File: src/rtl/adc_acq_pkg.sv
package adc_acq_pkg;

  typedef enum logic [2:0] {
    ST_IDLE,
    ST_AZERO,
    ST_CONV,
    ST_READ,
    ST_GAP
  } acq_state_e;

  localparam int SAMPLE_W = 8;

endpackage

File: src/rtl/adc_acq_cnt.sv
module adc_acq_cnt #(
  parameter int W = 8
) (
  input  logic         clk,
  input  logic         rst_n,
  input  logic         load_i,
  input  logic [W-1:0] val_i,
  output logic         zero_o
);

  logic [W-1:0] cnt_q, cnt_d;

  always_comb begin
    cnt_d = cnt_q;
    if (load_i)
      cnt_d = val_i;
    else if (cnt_q != '0)
      cnt_d = cnt_q - 1'b1;
  end

  always_ff @(posedge clk or negedge rst_n) begin
    if (!rst_n) cnt_q <= '0;
    else        cnt_q <= cnt_d;
  end

  assign zero_o = (cnt_q == '0);

endmodule

File: src/rtl/adc_acq_sclk.sv
module adc_acq_sclk #(
  parameter int HALF_CYC = 25
) (
  input  logic clk,
  input  logic rst_n,
  input  logic en_i,
  output logic sclk_o,
  output logic rise_o,
  output logic first_o,
  output logic last_fall_o
);

  localparam int PW = (HALF_CYC > 1) ? $clog2(HALF_CYC) : 1;

  logic [PW-1:0] ph_q, ph_d;
  logic          lvl_q, lvl_d;
  logic [2:0]    npl_q, npl_d;
  logic          half_end;

  assign half_end    = (ph_q == PW'(HALF_CYC - 1));
  assign rise_o      = en_i & ~lvl_q & half_end;
  assign first_o     = (npl_q == 3'd0);
  assign last_fall_o = en_i & lvl_q & half_end & (npl_q == 3'd7);
  assign sclk_o      = lvl_q;

  always_comb begin
    ph_d  = ph_q;
    lvl_d = lvl_q;
    npl_d = npl_q;
    if (!en_i) begin
      ph_d  = '0;
      lvl_d = 1'b0;
      npl_d = '0;
    end else if (half_end) begin
      ph_d  = '0;
      lvl_d = ~lvl_q;
      if (lvl_q) npl_d = npl_q + 3'd1;
    end else begin
      ph_d = ph_q + 1'b1;
    end
  end

  always_ff @(posedge clk or negedge rst_n) begin
    if (!rst_n) begin
      ph_q  <= '0;
      lvl_q <= 1'b0;
      npl_q <= '0;
    end else begin
      ph_q  <= ph_d;
      lvl_q <= lvl_d;
      npl_q <= npl_d;
    end
  end

endmodule

File: src/rtl/adc_acq_shreg.sv
module adc_acq_shreg #(
  parameter int W = 8
) (
  input  logic         clk,
  input  logic         rst_n,
  input  logic         shift_i,
  input  logic         bit_i,
  output logic [W-1:0] word_o
);

  logic [W-1:0] sh_q, sh_d;

  always_comb begin
    sh_d = sh_q;
    if (shift_i) sh_d = {sh_q[W-2:0], bit_i};
  end

  always_ff @(posedge clk or negedge rst_n) begin
    if (!rst_n) sh_q <= '0;
    else        sh_q <= sh_d;
  end

  assign word_o = sh_q;

endmodule

File: src/rtl/adc_acq_ctrl.sv
module adc_acq_ctrl
  import adc_acq_pkg::*;
#(
  parameter int CLK_MHZ  = 100,
  parameter int AZ_CYC   = 100,
  parameter int CONV_CYC = 3500,
  parameter int HALF_CYC = 25,
  parameter int GAP_CYC  = 16
) (
  input  logic                clk,
  input  logic                rst_n,
  input  logic                start_i,
  output logic                busy_o,
  output logic [SAMPLE_W-1:0] data_o,
  output logic                valid_o,
  output logic                convst_o,
  output logic                sclk_o,
  input  logic                dout_i
);

  localparam int CMAX_AC = (AZ_CYC > CONV_CYC) ? AZ_CYC : CONV_CYC;
  localparam int CMAX    = (CMAX_AC > GAP_CYC) ? CMAX_AC : GAP_CYC;
  localparam int CW      = $clog2(CMAX + 1);

  acq_state_e          state_q, state_d;
  logic                ld;
  logic [CW-1:0]       ld_val;
  logic                cnt_zero;
  logic                rd_en, rise, first, last_fall;
  logic                msb_take, shift;
  logic                fin;
  logic [SAMPLE_W-1:0] word;
  logic [SAMPLE_W-1:0] res_q, res_d;
  logic                valid_q;

  adc_acq_cnt #(.W(CW)) u_cnt (
    .clk    (clk),
    .rst_n  (rst_n),
    .load_i (ld),
    .val_i  (ld_val),
    .zero_o (cnt_zero)
  );

  adc_acq_sclk #(.HALF_CYC(HALF_CYC)) u_sclk (
    .clk         (clk),
    .rst_n       (rst_n),
    .en_i        (rd_en),
    .sclk_o      (sclk_o),
    .rise_o      (rise),
    .first_o     (first),
    .last_fall_o (last_fall)
  );

  adc_acq_shreg #(.W(SAMPLE_W)) u_sh (
    .clk     (clk),
    .rst_n   (rst_n),
    .shift_i (shift),
    .bit_i   (dout_i),
    .word_o  (word)
  );

  assign rd_en = (state_q == ST_READ);
  // MSB is taken at the end of the wait; later bits on rising edges 2..8
  assign shift = msb_take | (rise & ~first);

  always_comb begin
    state_d  = state_q;
    ld       = 1'b0;
    ld_val   = '0;
    msb_take = 1'b0;
    fin      = 1'b0;
    unique case (state_q)
      ST_IDLE: if (start_i) begin
        state_d = ST_AZERO;
        ld      = 1'b1;
        ld_val  = CW'(AZ_CYC - 1);
      end
      ST_AZERO: if (cnt_zero) begin
        state_d = ST_CONV;
        ld      = 1'b1;
        ld_val  = CW'(CONV_CYC - 1);
      end
      ST_CONV: if (cnt_zero) begin
        state_d  = ST_READ;
        msb_take = 1'b1;
      end
      ST_READ: if (last_fall) begin
        state_d = ST_GAP;
        ld      = 1'b1;
        ld_val  = CW'(GAP_CYC - 1);
      end
      ST_GAP: if (cnt_zero) begin
        state_d = ST_IDLE;
        fin     = 1'b1;
      end
      default: state_d = ST_IDLE;
    endcase
  end

  always_comb begin
    res_d = res_q;
    if (fin) res_d = word;
  end

  always_ff @(posedge clk or negedge rst_n) begin
    if (!rst_n) begin
      state_q <= ST_IDLE;
      res_q   <= '0;
      valid_q <= 1'b0;
    end else begin
      state_q <= state_d;
      res_q   <= res_d;
      valid_q <= fin;
    end
  end

  assign busy_o   = (state_q != ST_IDLE);
  assign convst_o = (state_q == ST_AZERO);
  assign data_o   = res_q;
  assign valid_o  = valid_q;

endmodule

File: config.mk
export PLATFORM = sky130hd
export DESIGN_NAME = adc_acq_ctrl
export DESIGN_NICKNAME = d
export VERILOG_FILES = /design/src/rtl/adc_acq_pkg.sv /design/src/rtl/adc_acq_cnt.sv /design/src/rtl/adc_acq_sclk.sv /design/src/rtl/adc_acq_shreg.sv /design/src/rtl/adc_acq_ctrl.sv
export SDC_FILE = /design/constraint.sdc
export NUM_CORES = 1
export LEC_CHECK = 0
export BUFFER_PORTS_ARGS = -buffer_cell sky130_fd_sc_hd__buf_2
export CAP_MARGIN = 10
export CORE_MARGIN = 8
export CORE_UTILIZATION = 53
export CTS_BUF_LIST = sky130_fd_sc_hd__clkbuf_8 sky130_fd_sc_hd__clkbuf_16
export CTS_CLUSTER_SIZE = 12
export DETAILED_ROUTE_END_ITERATION = 12
export GPL_TIMING_DRIVEN = 0
export HOLD_SLACK_MARGIN = 0.15
export PLACE_DENSITY = 0.79
export SKIP_CTS_REPAIR_TIMING = 1
export SYNTH_ARGS = -nofsm -noshare
export SYNTH_HDL_FRONTEND = slang
export SYNTH_HIERARCHICAL = 1
export SYNTH_SLANG_ARGS = --single-unit
export TNS_END_PERCENT = 5
File: constraint.sdc
create_clock -name clk -period 2.7 [get_ports clk]
set_input_delay 0.54 -clock clk [delete_from_list [all_inputs] [get_ports clk]]
set_output_delay 0.54 -clock clk [all_outputs]
set_load 0.01 [all_outputs]
# == Word-level counts from Yosys, hierarchy flattened ==
# Cells that the tools add are included.
# totals
ff_bits,41
input_bits,4
out_inout_bits,12
elab_cells,66
# op_classes
add_sub_neg,3
eq_ne,13
n_mux,25
bitwise_logic,9
n_reduce_logical,8
# op_table
operator,n
$mux W12,3
$pmux W12 S3,1
$mux W3,8
$pmux W3 S5,1
$logic_not A12 Y1,1
$ne A2 B2 Y1 const B,6
$reduce_bool A12 Y1,1
$sub A12 B1 Y12 const B,1
$mux W5,2
$mux W1,7
$mux W7,1
$and A1 B1 Y1,6
$eq A3 B2 Y1 const B,2
$eq A3 B3 Y1 const B,2
$logic_not A3 Y1,2
$add A5 B1 Y5 const B,1
$eq A5 B5 Y1 const B,1
$reduce_and A5 Y1,1
$mux W4,1
$add A3 B1 Y3 const B,1
$eq A3 B1 Y1 const B,1
$pmux W1 S3,1
$reduce_bool A3 Y1,1
$ne A2 B1 Y1 const B,1
4 further kinds,5

# == Longest topological paths before layout ==
# Gate-level depths: netlist (run 1).
# depth
ltp_word,7
ltp_mapped,13
mapped_depth_nobuf,11

# == Modules after synthesis ==
# Netlist (run 1), hierarchy kept.
# by_module_without_submodules
module,instances,cells_per_inst,area_each_um2,seq_area_each_um2
adc_acq_cnt,1,72,730.7,300.3
adc_acq_ctrl,1,54,623.1,300.3
adc_acq_sclk,1,51,494.2,225.2
adc_acq_shreg,1,17,331.6,200.2

# == Worst setup path after synthesis (run 1) ==
# No wires, ideal clock.
# synth_path
path_type,register to register
startpoint,register state_q[2]
endpoint,register u_cnt.cnt_q[1]
setup_ps,125
t_arrival_ps,2581
required_ps,2575
path_slack_ps,-5
path_stages_with_launch,12
path_buffers,3
period_less_slack_ps,2705
path_cell_list,dfrtp_1 > buf_2 > nand2b_1 > nor2_1 > clkbuf_1 > nand2_1 > nor2_1 > nand2_1 > nand2_1 > nor3b_1 > clkbuf_1 > mux2_2
# synth_between
elab_chain_cells,7
word_cells_on_any_way,12
cone_classes,eq/ne: 2; mux: 5; bitwise: 3; reduce/logical: 2
# synth_rtl
element,line_no,rtl
from (decl),adc_acq_ctrl.sv:25,"acq_state_e state_q, state_d;"
from (signal assigned),adc_acq_ctrl.sv:111,state_q <= state_d;
$eq A3 B2 Y1 *,adc_acq_ctrl.sv:62,assign rd_en = (state_q == ST_READ);
via rd_en,adc_acq_ctrl.sv:29,"logic rd_en, rise, first, last_fall;"
$and A1 B1 Y1 * (3 in a row),adc_acq_sclk.sv:23,assign last_fall_o = en_i & lvl_q & half_end & (npl_q == 3'd7);
via last_fall,adc_acq_ctrl.sv:29,
$mux W1 *,adc_acq_ctrl.sv:87,ST_READ: if (last_fall) begin
$pmux W1 S3 *,adc_acq_ctrl.sv:72,unique case (state_q)
via ld,adc_acq_ctrl.sv:26,logic ld;
$mux W12 / $reduce_bool A2 Y1 (equally long branches),n/a,
to (signal assigned),adc_acq_cnt.sv:23,else cnt_q <= cnt_d;
to (decl),adc_acq_cnt.sv:11,"logic [W-1:0] cnt_q, cnt_d;"
# The timed path passes the listed nets; every way through them passes the cells marked *.
# A chain may end at the register's enable or synchronous reset.

# == Worst setup path after layout (run 1) ==
# layout_path
startpoint,register u_cnt.cnt_q[0]
endpoint,register u_cnt.cnt_q[1]
# layout_between
elab_chain_cells,4
word_cells_on_any_way,10
cone_classes,add/sub: 1; mux: 6; reduce/logical: 3
# layout_rtl
element,line_no,rtl
$logic_not A12 Y1 *,adc_acq_cnt.sv:26,assign zero_o = (cnt_q == '0);
via cnt_zero,adc_acq_ctrl.sv:28,logic cnt_zero;
$mux W1 *,adc_acq_ctrl.sv:78,ST_AZERO: if (cnt_zero) begin
$pmux W1 S3 *,adc_acq_ctrl.sv:72,
via ld,adc_acq_ctrl.sv:26,
$mux W12 / $reduce_bool A2 Y1 (equally long branches),n/a,
# The timed path passes the listed nets; every way through them passes the cells marked *. The select of a mux whose other input is x is not followed.

==> results.cfg, run 1 <==
[outcome]
status = finished clean

[logic_synthesis]
yosysWarnings = 6
yosysTopAreaCell = dfrtp_1
netlist.area_leader.share_pct = 47.07
syn_inst = 194
synth_cell_type_count = 52
synthTopCellsByArea = dfrtp_1 47%, mux2_4 5.5%, mux2_2 4.6%
syn_area_sq_um = 2180
seq_area_frac_synth_pct = 47.07
syn_avg_cell_area_sq_um = 11.24
ys_ff_latch = 41

[route]
ant_nets = 0
vias = 1472
drt_wl_total_um = 3940
drtIter0Drc = 98
drt-vias-per-instance = 5.472
wl_per_cell_um = 14.65
drc = 0
dr.pass1.iters = 4

[clock_network]
cts_tree = built
cts_max_level = 2
cts_buffers = 5
clk_latency_ns = 0.29
clk_pin_slew_ns = 0.07
clkSinkCount = 41
cts_root_buf = clkbuf_8
clk_path_buf_depth = 2

[setup_path]
critPathKind = reg2reg
worstSetupEndpointType = flip-flop
startpoint = u_cnt/cnt_q[0]
crit_path_start_kind = flip-flop
required_ns = 2.87
worstReg2RegStart = u_cnt/cnt_q[0]
path_max_fanout = 11
crit_arrival_ns = 2.74

[layout]
final_cell_mix = 41 x dfrtp_1, 19 x nand2_1, 17 x buf_2
syn2layout_area_growth_pct = 13.32
fin_area_sq_um = 2470
nets = 229
num-fill-cells = 331
regArea_sq_um = 1026
drive_above_1_share_pct = 30.14
multi_input_area_sq_um = 1081
layout_commonest_cell = dfrtp_1
n_antenna_cell = 0

[die]
rows = 23
die_area_sq_um = 6421
die_x_um = 80.13
die_y_um = 80.13
start_util_pct = 54.88
coreArea_sq_um = 3971
io_pins = 16

[place]
dp_hpwl_um = 2778
place_congestion = 0.7853
io_buffers = 15
place_area_sq_um = 2326

[timing]
fmax_ghz = 0.3896
final-setup-viol-count = 0
setup_tns_ns = 0
slew_headroom_pct = 39.85
fin_hold_ws_ns = 0.3790
rsz0062_at_grt = yes
timing.final.crit_share_pct = 95.07
slew_violations = 0
hold_viol = 0
fin_crit_ns = 2.567
worstMarginPinSlew_ns = 0.9022
finClkSkew_ns = 0.003515

[min_path]
worstHoldPathType = in2async

[global_route]
grt_pass1_wl_um = 6768
grt_util_all_layers_pct = 13.32
grt_max_degree = 42
grt_pass1_vias = 1420
antenna_found_initial = 0
grt_overflow = 0

[power]
power.density_nw_per_um2 = 837.5
total_power_w = 0.002069
ir_drop_v = 0.0004413
leakagePower_nw = 1.157

[job]
maxCapViolCount = 0
routing by layer:
metal	track usage [%]	share of wire, %
met3	3.460	2.9
met5	0	0
met1	17.18	46
met2	21.42	51
met4	3.818	0.96
worst max-delay path, stage by stage (launching register included):
cell and delay (ns):
dfrtp_1 0.41, inv_1 0.13, ha_1 0.16, nor4b_2 0.39, nand3_2 0.22, inv_4 0.20
a211oi_1 0.10, nor3b_2 0.24, clkbuf_4 0.25, mux2_2 0.35
state kept, by name, summed over array words and instances, names as in the netlist:
name and count:
data_o 8, state_q 3, u_sh/word_o 8, u_sclk/npl_q 3, u_sclk/ph_q 5, u_sclk/sclk_o 1
u_cnt/cnt_q 12, valid_o 1
cells in the mapped netlist (all sizes together):
cell and n:
nand4b 1, ha 7, or4 1, o32ai 1, nand3b 2, and2b 1, clkbuf 3, xor2 2
a2111oi 1, nand2 19, dfrtp 41, o22ai 1, o31a 3, nor2b 3, nor3b 2, a22o 3
o21ai 5, nand3 3, a211oi 2, a221o 1, a31oi 2, a21boi 1, nand4 1, xnor2 6
and4b 1, or2 1, nor2 11, or2b 1, and2 2, nor4b 1, or3 1, conb 1
a311oi 2, mux2i 4, nand2b 5, or3b 1, a21oi 5, o31ai 2, nor4 4, inv 12
buf 4, nor3 7, mux2 17
path summary, 6_finish.rpt:
check	end	slack [ns]	cells past startpoint
max	u_cnt/cnt_q[1]	0.13	9
min	u_cnt/cnt_q[0]	0.38	1
max reg2reg	u_cnt/cnt_q[1]	0.13	9
min reg2reg	u_sclk/ph_q[0]	0.50	1
max in group asynchronous	u_sclk/npl_q[0]	1.77	1
min in group clk	u_sh/word_o[0]	0.49	2
kinds of logic (layout without fill, tap and decap cells):
group                      count (synthesis)  count (layout)  synth area share (%)
DFF                                       41              41                 47.07
muxes                                     21              21                 12.00
other                                      1               2                0.1721
AOI/OAI and AO/OA                         29              29                 9.415
adders and majority gates                  7               7                 4.018
and+or+nand+nor                           68              68                 20.03
xor gates and xnor gates                   8               8                 3.215
buffers and inverters                     19              43                 4.076
area by class of cell:
cell class | count | share of cell area (%)
clock inverters | 2 | 1.520
multi-input cells | 135 | 43.77
well taps | 50 | 2.533
repair buffers | 16 | 3.343
flip-flops and latches | 41 | 41.54
inverters | 12 | 1.925
plain buffers | 7 | 2.026
clock buffers | 6 | 3.343
report_power, final:
part	switching, W	total [W]	internal (W)	leakage (nW)
sequential	0.000114	0.000830	0.000716	0.552
combinational	0.000401	0.000731	0.000330	0.548
clock	0.000207	0.000508	0.000300	0.0574
total	0.000723	0.00207	0.00135	1.16
per-stage QoR:
step           instances  utilization (%)  worst slack [ns]
6_report             269            62.19            0.1331
4_1_cts              268            61.59           -0.3227
3_3_place_gp         260            58.57           -0.2796
5_1_grt              269            62.19          -0.06603
2_1_floorplan        195                -            0.1414
3_5_place_dp         260            58.57           -0.2906
Note: power is estimated with default switching activity, not from simulation.
==> inputs of run 2 (changes only) <==
BUFFER_PORTS_ARGS = default   (was -buffer_cell sky130_fd_sc_hd__buf_2)
CORE_UTILIZATION = 56   (was 53)
DONT_BUFFER_PORTS = 1   (was default)
PLACE_DENSITY = 0.84   (was 0.79)
==> results.cfg, run 2 (synthesis results as in run 1) <==
[min_path]
worstHoldPathType = in2reg
min-delay-start = dout_i
hold_depth = 1
min_to = u_sh/word_o[0]

[die]
die_area_sq_um = 6144
die_y_um = 78.39
io_pins = 16
coreArea_sq_um = 3716
die_x_um = 78.39
rows = 22
start_util_pct = 58.65

[global_route]
grt_max_degree = 42
antenna_found_initial = 0
grt_overflow = 0
grt_pass1_vias = 1443
grt_util_all_layers_pct = 13.82
grt_pass1_wl_um = 6775

[layout]
n_antenna_cell = 0
final_cell_mix = 41 x dfrtp_1, 19 x nand2_1, 11 x inv_1
drive_above_1_share_pct = 24.27
nets = 216
syn2layout_area_growth_pct = 11.19
top_register = u_cnt/cnt_q
layout_commonest_cell = dfrtp_1
final_core_util_pct = 65.22
largest_register_ff_count = 12

[setup_path]
r2r_end = u_cnt/cnt_q[1]
crit_chain = inv_1 -> ha_1 -> nor4b_4 -> nand3_1 -> inv_4 -> a211oi_1 -> nor3b_4 -> clkbuf_4 -> mux2_2
path_max_fanout = 11
cp_slowest_cell = dfrtp_1
path_buf_inv = 3
crit_arrival_ns = 2.75
reg2regPathDepth = 9
worstSetupEndpointType = flip-flop
worstReg2RegStart = u_cnt/cnt_q[0]
path_depth = 9
critPathTopFamily = simple AND/OR/NAND/NOR gates
critPathKind = reg2reg
crit_path_start_kind = flip-flop
required_ns = 2.89
reg2reg_slack_ns = 0.14
critPathMaxStageDelay_ns = 0.41

[route]
vias = 1408
drt-vias-per-instance = 5.543
drc = 0
dr.pass1.iters = 4
drt_wl_total_um = 3979
ant_nets = 0
wl_per_cell_um = 15.67
drtIter0Drc = 81

[place]
dp_hpwl_um = 2746
pre_cts_slack_ns = -0.3229
place_congestion = 0.7977
io_buffers = 0

[power]
ir_drop_v = 0.0003856
leakagePower_nw = 1.096
power.density_nw_per_um2 = 828.7

[clock_network]
cts_tree = built
clkSinkCount = 41
clk_path_buf_depth = 2
clk_pin_slew_ns = 0.08
clk_latency_ns = 0.30
cts_max_level = 2
cts_buffers = 5
cts_root_buf = clkbuf_8

[timing]
fmax_ghz = 0.3913
final-setup-viol-count = 0
hold_viol = 0
slew_violations = 0
fin_crit_ns = 2.555
setup_ws_ns = 0.1447
worstMarginPinSlew_ns = 0.5733
slew_headroom_pct = 61.46
timing.final.crit_share_pct = 94.64
finClkSkew_ns = 0.008695

[job]
maxCapViolCount = 0

[outcome]
status = finished clean
run 2: layout make-up:
type | instances | area [sq um]
clock buffers | 6 | 82.58
flip-flops and latches | 41 | 1026
multi-input cells | 135 | 1100
plain buffers | 7 | 48.80
repair buffers | 3 | 45.04
fillers | 278 | 1292
inverters | 12 | 47.55
well taps | 48 | 60.06
clock inverters | 2 | 13.76
run 2: how the worst max path moves through the flow:
stage / start / to / slack, ns
after floorplan: state_q[2] / u_cnt/cnt_q[1] / 0.14
after global placement: state_q[2] / u_cnt/cnt_q[1] / -0.24
after detailed placement: state_q[2] / u_cnt/cnt_q[1] / -0.32
after CTS: state_q[2] / u_cnt/cnt_q[10] / -0.33
after global routing: u_cnt/cnt_q[0] / u_cnt/cnt_q[7] / -0.002
final: u_cnt/cnt_q[0] / u_cnt/cnt_q[1] / 0.14
run 2: per-stage QoR:
step	power [W]	cell area [sq um]	hold slack [ns]	setup TNS [ns]	instances
after floorplan	0.001373	2188	0.2444	0	195
after global placement	0.001489	2248	0.2457	-1.191	243
after detailed placement	0.001509	2248	0.2459	-2.118	243
after CTS	0.001940	2345	-0.08645	-2.106	251
after global routing	0.002140	2424	0.3779	-0.001875	254
final	0.002008	2424	0.3836	0	254
run 2: layer usage:
metal	global-route usage (%)	wire length (um)	part of all wire, %
met4	6.667	65	1.6
met3	4.442	149	3.7
met2	22.70	1996	50
met5	0	0	0
met1	15.94	1768	44
run 2: power breakdown:
| part | internal (W) | switching, W |
|---|---|---|
| clock network | 0.000207 | 0.000218 |
| registers | 0.000715 | 0.000133 |
| logic | 0.000344 | 0.000392 |
